==> config.mk <==
export PLATFORM = sky130hd
export DESIGN_NAME = vid_bank_mapper
export DESIGN_NICKNAME = d
export VERILOG_FILES = /design/src/rtl/vid_bank_mapper.sv
export SDC_FILE = /design/constraint.sdc
export NUM_CORES = 1
export LEC_CHECK = 0
export BUFFER_PORTS_ARGS = -buffer_cell sky130_fd_sc_hd__buf_4
export CAP_MARGIN = 20
export CORE_MARGIN = 10
export CORE_UTILIZATION = 23
export CTS_BUF_LIST = sky130_fd_sc_hd__clkbuf_4 sky130_fd_sc_hd__clkbuf_8
export DETAILED_ROUTE_END_ITERATION = 10
export SLEW_MARGIN = 5
export SYNTH_ARGS = -nofsm -noshare
export SYNTH_HDL_FRONTEND = slang
export SYNTH_SLANG_ARGS = --single-unit
export TNS_END_PERCENT = 50
==> constraint.sdc <==
create_clock -name clk -period 1.06 [get_ports clk]
set_input_delay 0.106 -clock clk [delete_from_list [all_inputs] [get_ports clk]]
set_output_delay 0.106 -clock clk [all_outputs]
set_load 0.005 [all_outputs]
==> src/rtl/vid_bank_mapper.sv <==
module vid_bank_mapper #(
  parameter int ADDR_W = 20
) (
  input  logic              clk,
  input  logic              rst_n,
  input  logic              bank_wr,
  input  logic [7:0]        bank_wdata,
  output logic [7:0]        bank_rdata,
  input  logic              gr6_wr,
  input  logic [7:0]        gr6_wdata,
  input  logic              crtc_lock,
  output logic [ADDR_W-1:0] rd_base,
  output logic [ADDR_W-1:0] wr_base,
  output logic [ADDR_W-1:0] ap_mask
);
  localparam int SEG_SMALL = 16;
  localparam int SEG_LARGE = 17;
  localparam logic [ADDR_W-1:0] MASK_RST = ADDR_W'((1 << SEG_SMALL) - 1);
  localparam logic [ADDR_W-1:0] MASK_EXT = ADDR_W'((1 << SEG_LARGE) - 1);

  logic [7:0] bank_q, gr6_q;
  logic [7:0] src;
  logic       calc_ok, open_bank, open_gr6, map_cleared;
  logic [ADDR_W-1:0] wr_num, rd_num, wr_calc, rd_calc;

  assign src         = bank_wr ? bank_wdata : bank_q;
  assign calc_ok     = (src[7] == 1'b0);
  assign wr_num      = ADDR_W'(src[2:0]);
  assign rd_num      = ADDR_W'(src[5:3]);
  assign wr_calc     = src[6] ? (wr_num << SEG_SMALL) : (wr_num << SEG_LARGE);
  assign rd_calc     = src[6] ? (rd_num << SEG_SMALL) : (rd_num << SEG_LARGE);
  assign open_bank   = !crtc_lock && !gr6_q[3];
  assign open_gr6    = !crtc_lock && !gr6_wdata[3];
  assign map_cleared = (gr6_q[3:2] != 2'b00) && (gr6_wdata[3:2] == 2'b00);
  assign bank_rdata  = bank_q;

  always_ff @(posedge clk) begin
    if (!rst_n) begin
      bank_q  <= '0;
      gr6_q   <= '0;
      rd_base <= '0;
      wr_base <= '0;
      ap_mask <= MASK_RST;
    end else begin
      if (bank_wr) bank_q <= bank_wdata;
      if (gr6_wr) begin
        gr6_q <= gr6_wdata;
        if (map_cleared) ap_mask <= MASK_EXT;
        if (!open_gr6) begin
          rd_base <= '0;
          wr_base <= '0;
        end else if (calc_ok) begin
          rd_base <= rd_calc;
          wr_base <= wr_calc;
        end
      end else if (bank_wr && open_bank && calc_ok) begin
        rd_base <= rd_calc;
        wr_base <= wr_calc;
      end
    end
  end

  p_store_r1: assert property (@(posedge clk) disable iff (!rst_n)
    bank_wr |=> bank_rdata == $past(bank_wdata));

  p_reserved_hold_r5: assert property (@(posedge clk) disable iff (!rst_n)
    (bank_wr && !gr6_wr && bank_wdata[7]) |=> ($stable(rd_base) && $stable(wr_base)));

  p_gate_closed_r6: assert property (@(posedge clk) disable iff (!rst_n)
    (bank_wr && !gr6_wr && (crtc_lock || gr6_q[3])) |=> ($stable(rd_base) && $stable(wr_base)));

  p_force_zero_r8: assert property (@(posedge clk) disable iff (!rst_n)
    (gr6_wr && (crtc_lock || gr6_wdata[3])) |=> (rd_base == '0 && wr_base == '0));

  p_mask_quiet_r9: assert property (@(posedge clk) disable iff (!rst_n)
    !gr6_wr |=> $stable(ap_mask));

  p_mask_sticky_r9: assert property (@(posedge clk) disable iff (!rst_n)
    (ap_mask == MASK_EXT) |=> (ap_mask == MASK_EXT));

  p_idle_hold_r12: assert property (@(posedge clk) disable iff (!rst_n)
    (!bank_wr && !gr6_wr) |=> ($stable(rd_base) && $stable(wr_base) && $stable(bank_rdata)));
endmodule

# Word level (Yosys, flattened, before mapping)

Index checks and enable logic that the tools add are counted.

Reductions and logical operators: 13
Bitwise operators: 1
Equal/unequal tests: 1
Muxes and demuxes: 11

Operators with widths:

| operator                                     | number |
|---|---|
| 2-to-1 mux 20 bit                            | 10 |
| 2-to-1 mux 8 bit                             | 1 |
| logical AND 1 bit                            | 5 |
| AND reduction 2 bit                          | 2 |
| nonzero test 2 bit                           | 2 |
| logical NOT 1 bit                            | 3 |
| inequality test 3 bit, second input constant | 1 |
| logical NOT 2 bit                            | 1 |
| inverter 1 bit                               | 1 |

Word-level logic and storage cells: 31
Output and inout bits: 68
Register bits: 53

# Depth between registers and ports, before layout

Word-level depth: 6
Mapped depth: 6

# Worst setup path after synthesis

OpenSTA, ideal clock, no wires.

Kind: register to register
From: register gr6_q[3]
To: register wr_base[19]
Period minus slack after synthesis: 1.044 ns
Stages on the path, launching flop included: 5
Arrival: 0.928 ns
Path buffers: 0
Library setup time: 0.116 ns
Slack: 0.016 ns
Cells stage by stage: dfxtp_1 -> nor3b_2 -> o22a_4 -> nor2b_4 -> o22a_2

Longest elaborated chain between the ends: 6

RTL lines:

| what                                 | line | text |
|---|---|---|
| start: declaration                   | 21   | `logic [7:0] bank_q, gr6_q;` |
| start signal: assignment             | 47   | `gr6_q <= gr6_wdata;` |
| logical NOT 1 bit                    | 32   | `assign open_bank = !crtc_lock && !gr6_q[3];` |
| logical AND 1 bit                    | 32   |  |
| logical AND 1 bit (2 in a row)       | 56   | `end else if (bank_wr && open_bank && calc_ok) begin` |
| nonzero test 2 bit (no source line)  | n/a  |  |
| AND reduction 2 bit (no source line) | n/a  |  |
| end signal: assignment               | 54   | `wr_base <= wr_calc;` |
| end signal: assignment               | 58   | `wr_base <= wr_calc;` |
| end: declaration                     | 13   | `output logic [ADDR_W-1:0] wr_base,` |

Every way passes these cells.
A chain may end at the register's enable or synchronous reset.

# Worst setup path in the final report

From: register bank_q[7] (netlist: bank_rdata[7])
To: register wr_base[19]

Longest elaborated chain between the ends: 5
Elaborated cells on any way between the ends: 6
Classes of those cells: eq/ne (1); mux (1); bitwise (1); reduce/logical (3)

RTL lines:

| what                                     | line | text |
|---|---|---|
| start: declaration                       | 21   |  |
| start signal: assignment                 | 45   | `if (bank_wr) bank_q <= bank_wdata;` |
| 2-to-1 mux 8 bit (*)                     | n/a  |  |
| inverter 1 bit                           | 27   | `assign calc_ok = (src[7] == 1'b0);` |
| logical AND 1 bit                        | 56   |  |
| nonzero test 2 bit (no source line)      | n/a  |  |
| AND reduction 2 bit (no source line) (*) | n/a  |  |

Mark *: on every way between the ends. The rest lies on a longest branch, timed or not.

==> run summary <==
FLOORPLANNING
-------------------------------------------------------------------------------------------------
Die outline height .................................................................      92.1 um
Core region area ...................................................................    5070 um^2
Initial Utilization ................................................................        23.5%
Full die area ......................................................................    8480 um^2
Number of core rows ................................................................           26
I/O pins ...........................................................................           89
Chip Width .........................................................................      92.1 um

WORST SETUP PATH
-------------------------------------------------------------------------------------------------
Data required time at the worst endpoint ...........................................      1.27 ns
R2r worst-path depth ...............................................................            4
Worst reg2reg path startpoint ...................................................... bank_rdata[7]
Largest fanout on the critical path ................................................            6
WS Path Type .......................................................................   reg -> reg
Setup crit end kind ................................................................     register
Reg2Reg Capture Point ..............................................................  wr_base[19]
Crit path DAT ......................................................................      1.30 ns
Worst setup slack for register-to-register paths ...................................     -0.03 ns
Type of origin of the critical path ................................................     register

POWER
-------------------------------------------------------------------------------------------------
Share of total power in combinational logic ........................................        24.2%
Total internal power ...............................................................      1240 uW
Switching power share of the total .................................................        27.3%
Reported leakage power .............................................................  0.000743 uW
Power density of the placed cells .................................................. 1130 nW/um^2
Switching power summed over all nets ...............................................       465 uW
Clk pwr share ......................................................................        29.5%
Proportion of power drawn by flip-flops and latches ................................        46.3%
Highest ir drop seen on vdd ........................................................     0.585 mV

YOSYS
-------------------------------------------------------------------------------------------------
Top area cells in the synthesized netlist .......................................... buf_4 33%, dfxtp_1 32%, mux2i_1 5.9%
Total number of yosys warnings .....................................................            0
Area fraction of the dominant cell type after synthesis ............................        32.7%
Number of distinct library cell variants in the gate-level netlist after synthesis .           28
Average footprint of a synthesized cell ............................................    9.34 um^2
Most common cell in the netlist ....................................................        buf_4
Most frequently used flop master after synthesis ...................................      dfxtp_1
Most used standard cells in the synthesized netlist ................................ 52 x buf_4, 19 x dfxtp_1, 7 x mux2i_1, 7 x nor2b_1, 5 x nor2_1
Synthesized instance count .........................................................          128
Seq/Total Area, Yosys ..............................................................        31.8%
Number of enable-type register cells in the synthesized netlist ....................            0
Post-Synthesis Cell Area ...........................................................    1190 um^2
Total of flip-flops plus latches after synthesis ...................................           19
Fraction of registers with async set or reset after synthesis ......................           0%
Cell taking the most area after synthesis ..........................................        buf_4

WORST HOLD PATH
-------------------------------------------------------------------------------------------------
Launch point of the worst hold path ................................................ gr6_wdata[2]
Count of cells along the worst hold path ...........................................            3
Hold crit path type ................................................................    in -> reg
End point of the most critical hold path ...........................................     gr6_q[2]

STA
-------------------------------------------------------------------------------------------------
Max-slew violation total from the final report .....................................            0
Final worst-path setup slack .......................................................   -0.0344 ns
Worst-case clock skew ..............................................................   0.00116 ns
Final number of setup-violating endpoints ..........................................            8
Hold Vio Cnt, Final ................................................................            0
Minimum clock period after layout ..................................................      1.09 ns
FMAX ...............................................................................      914 MHz
RSZ-0062 raised after global routing ...............................................         true
Tcrit/Tclk final ...................................................................         103%
Worst hold margin ..................................................................     0.135 ns

GRT
-------------------------------------------------------------------------------------------------
Met1 track demand over resource ....................................................        5.20%
Number of global-route vias before repair ..........................................          926
Most Crowded Layer GR ..............................................................         met2
Final global-route overflow total ..................................................            0
Routing usage on met2 ..............................................................        11.2%
Maximum number of pins on one net before global-route repair .......................           12
Global-route wire length before repair .............................................      4410 um
Initial antenna violation count ....................................................            0
Overall track demand over capacity in global routing ...............................        6.14%
M3 GR Usage ........................................................................        3.83%

CLOCKING
-------------------------------------------------------------------------------------------------
H-tree levels ......................................................................            1
Number of buffers on the longest clock path ........................................            2
Clock Sink Count ...................................................................           19
Clock slew seen by the registers of the worst setup and hold paths .................      0.07 ns
CTS tree ...........................................................................        built
Worst-skew pair later-pin latency ..................................................      0.25 ns
CTS hold repair buffers ............................................................            0
Cell at the root of the clock tree .................................................     clkbuf_8
Clock buffer count from CTS ........................................................            3

PLACEMENT
-------------------------------------------------------------------------------------------------
Final Wtd Congestion ...............................................................        0.693
Post-detailed-placement cell area ..................................................    1410 um^2
Placed wire-length estimate ........................................................      2390 um
Port bufs ..........................................................................           31

OUTCOME
-------------------------------------------------------------------------------------------------
Violations in the final reports .................................................... negative setup slack
Status ............................................................................. finished with violations

FINAL LAYOUT
-------------------------------------------------------------------------------------------------
Fraction of final layout cells with drive strength greater than 1 ..................        39.4%
Post-route design area .............................................................    1520 um^2
Flip-flop and latch area ...........................................................     383 um^2
Layout-stage area growth over the synthesis result .................................        26.9%
Antenna diode instance count .......................................................            0
Number of nets in the final layout .................................................          197
Fill cell instance count of the final layout .......................................          580
Area of the multi-input gates ......................................................     638 um^2

DETAILED ROUTING
-------------------------------------------------------------------------------------------------
Post-DR wirelength/cell ............................................................      11.5 um
Ratio of routed vias to standard cells .............................................         3.36
Number of DRC markers after the initial detailed-route iteration ...................            6
Number of search-and-repair iterations in the first detailed-routing pass ..........            4
Count of nets left with antenna violations after detail routing ....................            0
Number of vias after detailed routing ..............................................          824
DRC violations left ................................................................            0
Routed wire length .................................................................      2810 um

RUN
-------------------------------------------------------------------------------------------------
Max-cap viol count .................................................................            0

[sequential cells by signal (all words and copies together) (netlist names)]
signal / flops
bank_rdata: 8
wr_base: 4
gr6_q: 2
ap_mask: 1
rd_base: 4
[worst max-delay path, stage by stage, from the launching register on]
cell and delay (ns):
dfxtp_2 0.35, mux2i_4 0.07, o22a_4 0.28, nor2b_4 0.18, o22a_2 0.16
[cell usage in the layout, fill, tap and decap left out]
cell type | Yosys | layout
o2bb2ai_1 | 4 | 3
nor3b_2 | 1 | 2
clkinv_2 | 0 | 1
nor2_1 | 5 | 4
dfxtp_2 | 0 | 2
o21ai_1 | 1 | 1
o21ai_0 | 2 | 2
a21oi_1 | 4 | 3
nand3_2 | 1 | 1
o2bb2ai_2 | 0 | 1
o22a_1 | 1 | 1
o22a_4 | 1 | 1
a21oi_2 | 0 | 1
mux2i_4 | 0 | 2
dfxtp_1 | 19 | 17
buf_6 | 1 | 1
nor2_2 | 0 | 1
and2_1 | 2 | 2
o21a_1 | 2 | 2
nor3b_1 | 2 | 1
mux2i_1 | 7 | 6
nor4b_2 | 0 | 1
o22a_2 | 1 | 1
buf_2 | 0 | 1
nor2b_1 | 7 | 7
buf_4 | 52 | 46
nand2_1 | 3 | 3
mux2_2 | 2 | 2
and2b_2 | 1 | 1
or3_1 | 2 | 2
nor2b_4 | 1 | 1
nand2b_1 | 1 | 1
clkbuf_8 | 0 | 3
conb_1 | 2 | 51
[layout make-up]
cell class,count,share of cell area [%]
Timing Repair Buffer,48,23.8
Tap cell,70,5.78
Sequential cell,19,25.2
Clock inverter,1,0.330
Clock buffer,3,2.72
Multi-Input combinational cell,104,42.1
[what timing repair did]
action / CTS / global route
endpoints found under the setup margin: 8 / 9
resized for setup: 2 / 9
setup buffers: 0 / 1
pin swaps: 2 / 3
gates cloned: 0 / 1
[metrics by stage]
step                      cells  power (uW)  setup WS [ns]  utilization, %  setup TNS, ns
after floorplan             177        1130         0.0163               -              0
after global placement      239        1180        -0.0907            27.7         -0.522
after detailed placement    239        1180        -0.0931            27.7         -0.581
after CTS                   243        1700        -0.0452            28.8         -0.234
after global routing        245        1820        -0.0973            29.9         -0.690
final                       245        1710        -0.0344            29.9         -0.155
[worst max path at each step]
stage	slack (ns)	endpoint	start	cells past startpoint
finish	-0.03	wr_base[19]	bank_rdata[7]	4
global route	-0.1	rd_base[17]	gr6_q[3]	4
floorplan	0.02	wr_base[19]	gr6_q[3]	4
CTS	-0.05	wr_base[19]	bank_rdata[7]	4
global placement	-0.09	wr_base[16]	gr6_wdata[3]	5
detailed placement	-0.09	wr_base[19]	bank_wr	5
[kinds of logic (layout without fill, tap and decap cells)]
kind of cell           count (synthesis)  in the layout  synth area share, %
buffers and inverters                 54             52                 33.9
and+or+nand+nor                       27             27                 14.6
DFF                                   19             19                 31.8
AOI/OAI and AO/OA                     16             16                 10.2
muxes                                 10             10                 8.90
other                                  2             51                0.629
[metal layers]
| metal | share of wire (%) | routed length (um) | up-vias |
|---|---|---|---|
| met5 | 0 | 0 | - |
| met4 | 1.1 | 32 | 0 |
| met3 | 14 | 396 | 4 |
| met2 | 51 | 1440 | 45 |
| met1 | 33 | 941 | 363 |
| li1 | - | - | 412 |
[power groups by stage]
| stage | registers (uW) | clock network, uW | logic [uW] |
|---|---|---|---|
| detailed placement | 803 | 0 | 380 |
| global route | 797 | 554 | 467 |
| CTS | 787 | 530 | 386 |
| floorplan | 805 | 0 | 323 |
| finish | 790 | 503 | 413 |
| global placement | 802 | 0 | 377 |
(Power assumes the default switching activity.)
